File: config.mk
export PLATFORM = sky130hd
export DESIGN_NAME = fault_alert_ctrl
export DESIGN_NICKNAME = d
export VERILOG_FILES = /design/src/rtl/fault_alert_pkg.sv /design/src/rtl/rise_detect.sv /design/src/rtl/fault_latch.sv /design/src/rtl/alert_arm.sv /design/src/rtl/fault_alert_ctrl.sv
export SDC_FILE = /design/constraint.sdc
export NUM_CORES = 1
export LEC_CHECK = 0
export ABC_AREA = 0
export BUFFER_PORTS_ARGS = -buffer_cell sky130_fd_sc_hd__buf_4
export CORE_MARGIN = 5
export CORE_UTILIZATION = 27
export DETAILED_ROUTE_END_ITERATION = 10
export PLACE_DENSITY = 0.61
export SYNTH_ARGS = -nofsm -noshare
export SYNTH_HDL_FRONTEND = slang
export SYNTH_SLANG_ARGS = --single-unit
export TNS_END_PERCENT = 50
File: constraint.sdc
create_clock -name clk -period 1.4 [get_ports clk]
set_clock_uncertainty 0.05 [all_clocks]
set_input_delay 0.28 -clock clk [delete_from_list [all_inputs] [get_ports clk]]
set_output_delay 0.28 -clock clk [all_outputs]
set_load 0.02 [all_outputs]
File: src/rtl/fault_alert_pkg.sv
package fault_alert_pkg;
  localparam int unsigned FLT_COUNT = 6;
  localparam int unsigned GPO_OFS   = 0;
  localparam int unsigned AUX_OFS   = 1;
endpackage

File: src/rtl/rise_detect.sv
module rise_detect #(
  parameter int unsigned W = 6
) (
  input  logic         clk,
  input  logic         rst_n,
  input  logic [W-1:0] level_i,
  output logic [W-1:0] rise_o
);
  logic [W-1:0] prev_q;

  function automatic logic [W-1:0] rising(input logic [W-1:0] cur, input logic [W-1:0] prev);
    return cur & ~prev;
  endfunction

  always_ff @(posedge clk or negedge rst_n) begin
    if (!rst_n) prev_q <= '0;
    else        prev_q <= level_i;
  end

  assign rise_o = rising(level_i, prev_q);
endmodule

File: src/rtl/fault_latch.sv
module fault_latch
  import fault_alert_pkg::*;
#(
  parameter int unsigned NFLT = FLT_COUNT,
  localparam int unsigned RW  = NFLT + 2
) (
  input  logic            clk,
  input  logic            rst_n,
  input  logic [NFLT-1:0] set_evt_i,
  input  logic            wr_i,
  input  logic [RW-1:0]   wdata_i,
  output logic [NFLT-1:0] sticky_q_o,
  output logic [NFLT-1:0] sticky_d_o,
  output logic            gpo_q_o,
  output logic            aux_q_o
);
  logic [NFLT-1:0] sticky_q, sticky_d;
  logic            gpo_q, aux_q;

  function automatic logic [NFLT-1:0] next_sticky(
    input logic [NFLT-1:0] cur, input logic [NFLT-1:0] set,
    input logic wr, input logic [NFLT-1:0] wd);
    return set | (wr ? (cur & wd) : cur);
  endfunction

  assign sticky_d = next_sticky(sticky_q, set_evt_i, wr_i, wdata_i[NFLT-1:0]);

  always_ff @(posedge clk or negedge rst_n) begin
    if (!rst_n) begin
      sticky_q <= '0;
      gpo_q    <= 1'b0;
      aux_q    <= 1'b1;
    end else begin
      sticky_q <= sticky_d;
      if (wr_i) begin
        gpo_q <= wdata_i[NFLT+GPO_OFS];
        aux_q <= wdata_i[NFLT+AUX_OFS];
      end
    end
  end

  assign sticky_q_o = sticky_q;
  assign sticky_d_o = sticky_d;
  assign gpo_q_o    = gpo_q;
  assign aux_q_o    = aux_q;

  AST_STICKY_HOLD: assert property (@(posedge clk) disable iff (!rst_n)
    !wr_i |=> ((sticky_q & $past(sticky_q)) == $past(sticky_q)));
  AST_QUIET_STABLE: assert property (@(posedge clk) disable iff (!rst_n)
    (!wr_i && set_evt_i == '0) |=> $stable(sticky_q));
  AST_SET_WINS: assert property (@(posedge clk) disable iff (!rst_n)
    (|set_evt_i) |=> ((sticky_q & $past(set_evt_i)) == $past(set_evt_i)));
endmodule

File: src/rtl/alert_arm.sv
module alert_arm
  import fault_alert_pkg::*;
#(
  parameter int unsigned NFLT = FLT_COUNT
) (
  input  logic            clk,
  input  logic            rst_n,
  input  logic [NFLT-1:0] fault_q_i,
  input  logic [NFLT-1:0] fault_d_i,
  input  logic [NFLT-1:0] mask_q_i,
  input  logic            release_i,
  input  logic            new_evt_i,
  input  logic            mask_wr_i,
  output logic            alert_active_o
);
  logic [NFLT-1:0] done_q, done_d, pend;

  function automatic logic [NFLT-1:0] pending(
    input logic [NFLT-1:0] f, input logic [NFLT-1:0] m, input logic [NFLT-1:0] d);
    return f & m & ~d;
  endfunction

  function automatic logic [NFLT-1:0] next_done(
    input logic [NFLT-1:0] f_now, input logic [NFLT-1:0] f_next,
    input logic [NFLT-1:0] d, input logic rel);
    return f_next & (d | (rel ? f_now : '0));
  endfunction

  assign done_d = next_done(fault_q_i, fault_d_i, done_q, release_i);

  always_ff @(posedge clk or negedge rst_n) begin
    if (!rst_n) done_q <= '0;
    else        done_q <= done_d;
  end

  assign pend           = pending(fault_q_i, mask_q_i, done_q);
  assign alert_active_o = |pend;

  AST_ALERT_ENABLED: assert property (@(posedge clk) disable iff (!rst_n)
    alert_active_o |-> |(fault_q_i & mask_q_i));
  AST_RELEASE_DROPS: assert property (@(posedge clk) disable iff (!rst_n)
    (release_i && !new_evt_i && !mask_wr_i) |=> !alert_active_o);
  AST_NO_REARM: assert property (@(posedge clk) disable iff (!rst_n)
    (!new_evt_i && !mask_wr_i && !alert_active_o) |=> !alert_active_o);
endmodule

File: src/rtl/fault_alert_ctrl.sv
module fault_alert_ctrl
  import fault_alert_pkg::*;
#(
  parameter int unsigned NFLT = FLT_COUNT,
  localparam int unsigned RW  = NFLT + 2
) (
  input  logic            clk,
  input  logic            rst_n,
  input  logic [NFLT-1:0] cond_i,
  input  logic            fault_wr_i,
  input  logic [RW-1:0]   fault_wdata_i,
  input  logic            mask_wr_i,
  input  logic [NFLT-1:0] mask_wdata_i,
  input  logic            ara_done_i,
  input  logic            addressed_i,
  output logic [RW-1:0]   fault_q_o,
  output logic [NFLT-1:0] mask_q_o,
  output logic            alert_active_o,
  output logic            alert_pull_low_o,
  output logic            aux_pull_low_o
);
  logic [NFLT-1:0] set_evt, sticky_q, sticky_d, mask_q;
  logic            gpo_q, aux_q, release_evt, new_evt, alert_active;

  assign release_evt = ara_done_i | addressed_i;
  assign new_evt     = |set_evt;

  rise_detect #(.W(NFLT)) u_rise (
    .clk(clk), .rst_n(rst_n), .level_i(cond_i), .rise_o(set_evt)
  );

  fault_latch #(.NFLT(NFLT)) u_latch (
    .clk(clk), .rst_n(rst_n), .set_evt_i(set_evt),
    .wr_i(fault_wr_i), .wdata_i(fault_wdata_i),
    .sticky_q_o(sticky_q), .sticky_d_o(sticky_d),
    .gpo_q_o(gpo_q), .aux_q_o(aux_q)
  );

  always_ff @(posedge clk or negedge rst_n) begin
    if (!rst_n)         mask_q <= '0;
    else if (mask_wr_i) mask_q <= mask_wdata_i;
  end

  alert_arm #(.NFLT(NFLT)) u_arm (
    .clk(clk), .rst_n(rst_n), .fault_q_i(sticky_q), .fault_d_i(sticky_d),
    .mask_q_i(mask_q), .release_i(release_evt), .new_evt_i(new_evt),
    .mask_wr_i(mask_wr_i), .alert_active_o(alert_active)
  );

  assign fault_q_o        = {aux_q, gpo_q, sticky_q};
  assign mask_q_o         = mask_q;
  assign alert_active_o   = alert_active;
  assign alert_pull_low_o = alert_active | gpo_q;
  assign aux_pull_low_o   = aux_q;

  AST_AUX_FOLLOWS_WRITE: assert property (@(posedge clk) disable iff (!rst_n)
    fault_wr_i |=> (aux_pull_low_o == $past(fault_wdata_i[RW-1])));
  AST_GPO_PULLS: assert property (@(posedge clk) disable iff (!rst_n)
    (fault_wr_i && fault_wdata_i[NFLT]) |=> alert_pull_low_o);
endmodule

# Word level (Yosys, flattened, before mapping)
# Index checks and enable logic that the tools add are counted.
[classes]
bitwise_logic = 11
mux = 2
n_reduce_logical = 1
[ops]
columns = ["op", "n"]
rows = [
  ["$and A6 B6 Y6", 5],
  ["$mux W6", 2],
  ["$not A6 Y6", 2],
  ["$or A6 B6 Y6", 2],
  ["$reduce_or A6 Y1", 1],
  ["$or A1 B1 Y1", 2],
]
[word_totals]
output_inout_bits = 17
elab_cells = 20
register_bits = 26
in_bits = 26

# Depth between registers and ports, before layout
# Gate-level depths: netlist of the first run.
[logic_depth]
depth_word = 4
depth_mapped = 4
depth_no_buf = 3

# Modules after synthesis
# From an unflattened synthesis of the first run, not the netlist that was laid out.
[unflattened]
hier_cells = 82
area_unflattened_um2 = 1097.3
[by_module_without_submodules]
columns = ["module", "cells_each", "instances", "seq_area_each_um2", "area_per_inst_um2"]
rows = [
  ["fault_latch", 22, 1, 201.4, 306.5],
  ["fault_alert_ctrl", 20, 1, 150.1, 292.8],
  ["alert_arm", 28, 1, 150.1, 265.3],
  ["rise_detect", 12, 1, 150.1, 232.7],
]

# Worst setup path after synthesis of the first run
# Ideal clock, no wire load.
[synth_path]
path_kind = "register to output"
start = "reg u_latch.sticky_q[0], in the netlist u_latch.sticky_q_o[0]"
end = "out alert_pull_low_o"
t_required_ns = 1.070
n_path_buf = 0
arrival_ns = 1.086
stages_incl_launch_ff = 4
path_slack_ns = -0.016
path_cell_list = "dfrtp_1 -> and3b_1 -> a31oi_1 -> nand4b_1"
[synth_via]
elab_chain_len = 4
[synth_lines]
columns = ["element", "line", "source"]
rows = [
  ["start, declared", "fault_latch.sv:17", "logic [NFLT-1:0] sticky_q, sticky_d;"],
  ["start signal, assigned", "fault_latch.sv:34", "sticky_q <= sticky_d;"],
  ["$and A6 B6 Y6 (2 in series)", "alert_arm.sv:20", "return f & m & ~d;"],
  ["$reduce_or A6 Y1", "alert_arm.sv:37", "assign alert_active_o = |pend;"],
  ["$or A1 B1 Y1", "fault_alert_ctrl.sv:53", "assign alert_pull_low_o = alert_active | gpo_q;"],
  ["end, declared", "fault_alert_ctrl.sv:19", "output logic alert_pull_low_o,"],
]
# Every way passes these cells.

# Worst setup path in the final report of the first run
[layout_path]
start = "reg u_latch.sticky_q[1], in the netlist u_latch.sticky_q_o[1]"
end = "out alert_pull_low_o"
# The elaborated chain is that of the path after synthesis.

==> PnR_summary.wiki, run 1 <==
{| class="wikitable"
! Metric !! Value
|-
| Failing checks || negative setup slack
|-
| Count of nets left with antenna violations after detail routing || 0
|-
| Hold WC Path Type || primary input to register
|-
| CP Launch Point || u_latch.sticky_q_o[1]$_DFF_PN0_
|-
| Wire length of the first global-routing pass || 3.71 mm
|-
| Die Area || 5120 sq um
|-
| WP data required || 1070 ps
|-
| Port bufs || 42
|-
| Sequential fraction of the synthesis area || about 64%
|-
| Vias post-DR || 765
|-
| Leakage power figure || between 0.6 and 0.7 nW
|-
| Number of fillers in the final layout || 349
|-
| DRC marker count from the first detailed-route iteration || 26
|-
| Number of top-level pins || 43
|-
| Final Util || 40.9%
|-
| Dominant cell type by area after synthesis || dfrtp_1
|-
| Worst slew pin tran || 393 ps
|-
| Outcome || finished with violations
|-
| Register bit total from synthesis || 26
|-
| RSZ-0062 raised after global routing || yes
|-
| Starting Density || 28.0%
|-
| Hold Startpoint || cond_i[3]
|-
| Max IR drop VDD || about 0.72 mV
|-
| Biggest cell delay along the critical path || approximately 400 ps
|-
| Syn Std Cell Area || 1020 sq um
|-
| Most frequently used cell type in the post-synthesis netlist || dfrtp_1
|-
| Distinct cells, synth || 18
|-
| Fraction of registers with async set or reset after synthesis || 100%
|-
| Top-area cell type share of the netlist area || 61.1%
|-
| Worst path bufs/invs || 1
|-
| Diode insertion count for antenna repair || 0
|-
| Post-place instance area || 1410 sq um
|-
| Maximum number of pins on one net before global-route repair || 27
|-
| Net count after synthesis || 107
|-
| Synth Area per Inst || 12.6 sq um
|-
| Antenna violations before repair || 0
|-
| Minimum clock period || 1640 ps
|-
| Final net count || roughly 160
|-
| Worst Reg2Reg Path Length in Cells || 2
|-
| Launching point of the worst reg2reg path || mask_q_o[1]$_DFFE_PN0P_
|-
| Clock latency on the worst-skew pair || 270 ps
|-
| Number of global-route vias before repair || 772
|-
| Leading register cell type out of synthesis || dfrtp_1
|-
| CTS buffer count || 3
|-
| Share of the clock period used by the worst path after layout || 117%
|-
| Worst-path cell with the longest stage delay || dfrtp_2
|-
| Clock tree from TritonCTS || built
|-
| Cells after Synth || 81
|-
| RR Endpoint || mask_q_o[1]$_DFFE_PN0P_
|-
| Yosys warns || 0
|-
| CTS Root Cell || clkbuf_8
|-
| Top cells by count, synth || dfrtp_1, mux2_2, nand2_1
|-
| P&R area growth vs syn || 46.3%
|-
| Cell area after layout || 1500 sq um
|-
| Worst slew slack as a fraction of its limit || about three quarters
|-
| Clk buf depth || 2
|-
| Clock transition at path regs || 80 ps
|-
| Maximum fanout along the worst path || 2
|-
| Hold Vio Cnt, Final || 0
|-
| DIE HEIGHT || 71.6 um
|-
| Total Routing Usage GR || 9.44%
|-
| Crit-path leading delay family || flip-flops
|-
| Clock sinks || 26
|-
| Worst setup path class || register to output pin
|-
| EDFF count, synth || 0
|-
| Endpoint of the most critical setup path || alert_pull_low_o
|-
| Number of remaining DRC errors || 0
|-
| Sum of routed wire length over all layers || approximately 2.4 mm
|-
| Data arrival time at the worst-slack endpoint || ~1300 ps
|-
| Kind of end point of the critical path || output pin
|-
| Detailed-routing iteration count for the pre-antenna-repair pass || 3
|-
| Worst setup margin || -242 ps
|-
| Power Dens Cells || 1210 nW/um^2
|-
| Number of max-slew violations in the final report || 0
|-
| Max-cap viol count || 0
|-
| Routed length per instance || 13.3 um
|-
| Core footprint || 3660 sq um
|-
| Num rows || 22
|-
| Htree depth || 1
|-
| Cell-by-cell trace of the critical path || and3b_1, a31oi_4, nand4b_1, buf_4
|-
| Detailed-placement wirelength estimate || 1.87 mm
|-
| Setup violation total in the final timing report || 2
|-
| Via density per instance || 4.32
|-
| Final Wtd Congestion || 0.684
|-
| Worst path depth || 4
|-
| Worst setup slack for register-to-register paths || roughly 460 ps
|-
| Die Width || 71.6 um
|-
| Overflow left after global routing || 0
|-
| Share of cells above drive strength 1 || 54.3%
|-
| Leading cell types by total area after synthesis || dfrtp_1, mux2_2, a21oi_2
|-
| CP Launch Type || register
|-
| Max Clk Rate || 0.609 GHz
|}
## where the power goes
group	switching [mW]	internal, mW	total (mW)
Clock	0.225	0.251	0.477
Combinational	0.215	0.228	0.443
Sequential	0.0601	0.835	0.895
## layout by cell type (no fill, tap or decap), types with 2 or more instances in the layout
cell and count:
a21oi_1 6, a21oi_2 6, and3b_1 2, buf_4 46
clkbuf_8 4, dfrtp_1 23, dfrtp_2 2, inv_1 3
mux2_2 8, nand2_1 8, nand2b_1 6, o21ai_0 6
## state kept, by name (all words and copies together), names as in the netlist
| register | cells |
|---|---|
| u_rise.prev_q | 6 |
| u_latch.sticky_q_o | 6 |
| mask_q_o | 6 |
| u_arm.done_q | 6 |
| u_latch.gpo_q_o | 1 |
| u_latch.aux_q_o | 1 |
## how the worst min path moves through the flow
stage / to / cells past startpoint
floorplan: mask_q_o[0]$_DFFE_PN0P_ / 0
global placement: u_rise.prev_q[2]$_DFF_PN0_ / 1
detailed placement: u_rise.prev_q[2]$_DFF_PN0_ / 1
CTS: u_rise.prev_q[1]$_DFF_PN0_ / 1
global route: u_rise.prev_q[3]$_DFF_PN0_ / 1
finish: u_rise.prev_q[3]$_DFF_PN0_ / 1
## layout make-up
class / instances / area, sq um / area share [%]
inverter: 3 / 11.3 / 0.752
timing repair buffer: 48 / 367 / 24.5
multi-input combinational: 48 / 350 / 23.4
clock buffer: 4 / 55.1 / 3.68
tap: 48 / 60.1 / 4.01
sequential: 26 / 654 / 43.7
## cell families (layout without fill, tap and decap cells)
family,Yosys count,in the layout,share of synthesized area (%)
mux,8,8,8.80
simple gates,19,19,10.3
buf+inv,7,55,4.16
compound gates,21,21,13.1
flops,26,26,63.7
## metrics by stage
stage | hold WS (ps) | instances | power (mW) | setup WS, ps | TNS, ps
floorplan | -65.6 | 81 | 1.12 | 12.9 | 0
CTS | 64.1 | 177 | 1.82 | -269 | -511
finish | 71.9 | 177 | 1.81 | -242 | -454
global route | 53.2 | 177 | 1.91 | -326 | -596
global placement | 152 | 172 | 1.33 | -14.3 | -14.3
detailed placement | 155 | 172 | 1.34 | -28.2 | -32.8
## layer usage
metal  global-route usage [%]  share of wire [%]  wire length, um
met1                     10.3                 39              919
met4                     3.76                1.7               39
met3                     2.95                6.6              156
met5                        0                  0                0
met2                     16.9                 53             1250
## timing repair
| action | CTS | global route |
|---|---|---|
| pin swaps | 2 | 1 |
| hold endpoints to repair | 25 | 0 |
| hold buffers | 1 | 0 |
| endpoints found under the setup margin | 2 | 2 |
| resized for setup | 2 | 2 |
| buffers inserted | 0 | 0 |
Note: power is estimated with default switching activity, not from simulation.
==> run 2: changes to the inputs <==
--- a/config.mk
+++ b/config.mk
@@ -6,11 +6,13 @@
 export NUM_CORES = 1
 export LEC_CHECK = 0
 export ABC_AREA = 0
-export BUFFER_PORTS_ARGS = -buffer_cell sky130_fd_sc_hd__buf_4
+export CELL_PAD_IN_SITES_DETAIL_PLACEMENT = 2
+export CELL_PAD_IN_SITES_GLOBAL_PLACEMENT = 2
 export CORE_MARGIN = 5
 export CORE_UTILIZATION = 27
 export DETAILED_ROUTE_END_ITERATION = 10
-export PLACE_DENSITY = 0.61
+export DONT_BUFFER_PORTS = 1
+export PLACE_DENSITY = 0.69
 export SYNTH_ARGS = -nofsm -noshare
 export SYNTH_HDL_FRONTEND = slang
 export SYNTH_SLANG_ARGS = --single-unit
==> PnR_summary.wiki, run 2 (synthesis results as in run 1) <==
{| class="wikitable"
! Metric !! Value
|-
| Outcome || finished with violations
|-
| Failing checks || negative setup slack
|-
| Commonest non-fill, non-tap cell in the layout || dfrtp_1
|-
| Diode insertion count for antenna repair || 0 (unchanged)
|-
| Max-cap viol count || 0 (unchanged)
|-
| Clk buf depth || 2 (unchanged)
|-
| Starting Density || 28.0% (unchanged)
|-
| Wire length of the first global-routing pass || 4.37 mm (+18%)
|-
| Minimum clock period || 1670 ps (+27.3 ps)
|-
| Number of top-level pins || 43 (unchanged)
|-
| Kind of end point of the critical path || output pin
|-
| Sum of routed wire length over all layers || 2.63 mm (+11%)
|-
| Hold WC Path Type || primary input to register
|-
| Worst hold path stage count || 2 (+1)
|-
| Data arrival time at the worst-slack endpoint || 1340 ps (+30 ps)
|-
| Antenna violations before repair || 0 (unchanged)
|-
| Power Dens Cells || 1290 nW/um^2 (+6.4%)
|-
| Worst-path cell with the longest stage delay || dfrtp_1
|-
| Inst Count DP || 140 (-19%)
|-
| Number of max-slew violations in the final report || 0 (unchanged)
|-
| Top library cells by usage in the layout, fill and taps aside || dfrtp_1, buf_4, nand2_1, mux2_2, dlygate4sd3_1
|-
| Overflow left after global routing || 0 (unchanged)
|-
| Post-place instance area || 1170 sq um (-17%)
|-
| DRC marker count from the first detailed-route iteration || 7 (-73%)
|-
| Maximum fanout along the worst path || 2 (unchanged)
|-
| Die Width || 71.6 um (unchanged)
|-
| Worst setup margin || -270 ps (-27.3 ps)
|-
| Max IR drop VDD || 0.402 mV (-44%)
|-
| Layer carrying the most global-route usage || met2
|-
| Detailed-placement wirelength estimate || 2.01 mm (+7.3%)
|-
| Grt met1 use || 13.7% (+3.4 points)
|-
| Number of remaining DRC errors || 0 (unchanged)
|-
| Worst setup path class || register to output pin
|-
| Worst setup slack for register-to-register paths || 310 ps (-150 ps)
|-
| Worst slew slack as a fraction of its limit || 71.6% (-2.2 points)
|-
| Max Clk Rate || 0.599 GHz (-1.6%)
|-
| Worst Hold Path EP || u_latch.sticky_q_o[0]$_DFF_PN0_
|-
| RSZ-0062 raised after global routing || yes
|-
| Setup violation total in the final timing report || 2 (unchanged)
|-
| Worst Reg2Reg Path Length in Cells || 3 (+1)
|-
| CTS Root Cell || clkbuf_8
|-
| GR met2 Demand/Resource || 18.6% (+1.6 points)
|-
| Final Wtd Congestion || 0.642 (-6.2%)
|-
| DIE HEIGHT || 71.6 um (unchanged)
|-
| WHS || 97.3 ps (+25.4 ps)
|-
| Port bufs || 0 (-100%)
|-
| Vias post-DR || 720 (-5.9%)
|-
| Maximum number of pins on one net before global-route repair || 27 (unchanged)
|-
| Final Util || 36.1% (-4.9 points)
|-
| Clock latency on the worst-skew pair || 270 ps (about the same)
|-
| Num rows || 22 (unchanged)
|-
| WP data required || 1070 ps (about the same)
|-
| Core footprint || 3660 sq um (unchanged)
|-
| Cell area after layout || 1320 sq um (-12%)
|-
| RR Endpoint || mask_q_o[1]$_DFFE_PN0P_
|-
| Via density per instance || 4.71 (+8.9%)
|-
| Clock transition at path regs || 90 ps (about the same)
|-
| CTS buffer count || 3 (unchanged)
|-
| Clock tree from TritonCTS || built
|-
| Detailed-routing iteration count for the pre-antenna-repair pass || 2 (-1)
|-
| CP Launch Type || register
|-
| Non-filler cells, final || 153 (-14%)
|-
| P&R area growth vs syn || 29.0%
|-
| Hold Vio Cnt, Final || 0 (unchanged)
|-
| Leakage power figure || 0.576 nW (-18%)
|-
| Number of global-route vias before repair || 853 (+10%)
|-
| Htree depth || 1 (unchanged)
|-
| Final net count || 132 (-15%)
|-
| Clock sinks || 26 (unchanged)
|-
| Cell-by-cell trace of the critical path || and3b_1, a31oi_1, nand4b_1, buf_4
|-
| Die Area || 5120 sq um (unchanged)
|-
| Share of the clock period used by the worst path after layout || 119% (+1.9 points)
|-
| Routed length per instance || 17.2 um (+29%)
|-
| Share of cells above drive strength 1 || 36.2% (-18 points)
|-
| Hold Startpoint || cond_i[0]
|-
| Biggest cell delay along the critical path || 390 ps (-20 ps)
|-
| Worst slew pin tran || 426 ps (+33.2 ps)
|-
| Launching point of the worst reg2reg path || mask_q_o[1]$_DFFE_PN0P_
|-
| Count of nets left with antenna violations after detail routing || 0 (unchanged)
|-
| Total Routing Usage GR || 11.3% (+1.8 points)
|-
| Met3 usage || 3.51% (+0.56 points)
|}
==> run 2: cell count changes in the layout (fill, tap and decap cells not counted), sizes merged <==
| cell | change |
|---|---|
| buf | -30 |
| dlygate4sd3 | +6 |
==> run 2: per-layer routing <==
metal,vias to the layer above,wire length (um)
met5,-,0
met4,0,38
met3,4,206
met2,30,1290
met1,361,1090
li1,325,-
==> run 2: area by class of cell <==
class                   instances  area [sq um]
well taps                      48          60.1
fillers                       375          2340
flip-flops and latches         26           654
clock buffers                   4          45.0
inverters                       3          11.3
repair buffers                 24           214
multi-input cells              48           335
==> run 2: worst max-delay path by stage <==
stage	to	from	slack, ps	cells past startpoint
6_report	alert_pull_low_o	mask_q_o[1]$_DFFE_PN0P_	-270	4
3_5_place_dp	alert_pull_low_o	u_latch.sticky_q_o[0]$_DFF_PN0_	-40	4
3_3_place_gp	alert_pull_low_o	u_latch.sticky_q_o[0]$_DFF_PN0_	-20	4
5_1_grt	alert_pull_low_o	mask_q_o[1]$_DFFE_PN0P_	-340	4
2_1_floorplan	alert_pull_low_o	u_latch.sticky_q_o[0]$_DFF_PN0_	10	3
4_1_cts	alert_pull_low_o	mask_q_o[1]$_DFFE_PN0P_	-290	4
==> run 2: critical path: cells and delay by family, from the launching register on <==
| family | cells | cell delay (ps) |
|---|---|---|
| AO/OA/AOI/OAI | 1 | 200 |
| flip-flops | 1 | 390 |
| AND/OR/NAND/NOR | 2 | 310 |
| buffers and inverters | 1 | 170 |
==> run 2: power by group <==
group / internal [mW] / switching [mW]
Sequential: 0.835 / 0.0581
Clock: 0.204 / 0.231
Combinational: 0.174 / 0.199
Total: 1.21 / 0.488
==> run 2: per-stage QoR <==
| stage | worst slack, ps | power (mW) | TNS (ps) |
|---|---|---|---|
| after detailed placement | -43.6 | 1.24 | -57.5 |
| after global placement | -19.6 | 1.22 | -21.3 |
| after floorplan | 12.9 | 1.12 | 0 |
| after CTS | -289 | 1.73 | -546 |
| final | -270 | 1.70 | -512 |
| after global routing | -337 | 1.83 | -654 |
==> run 2: timing repair <==
action,CTS,global route
buffers inserted,0,1
pin swaps,3,2
resized for setup,1,1
setup endpoints to repair,2,2
endpoints found under the hold margin,32,0
hold buffers,8,0
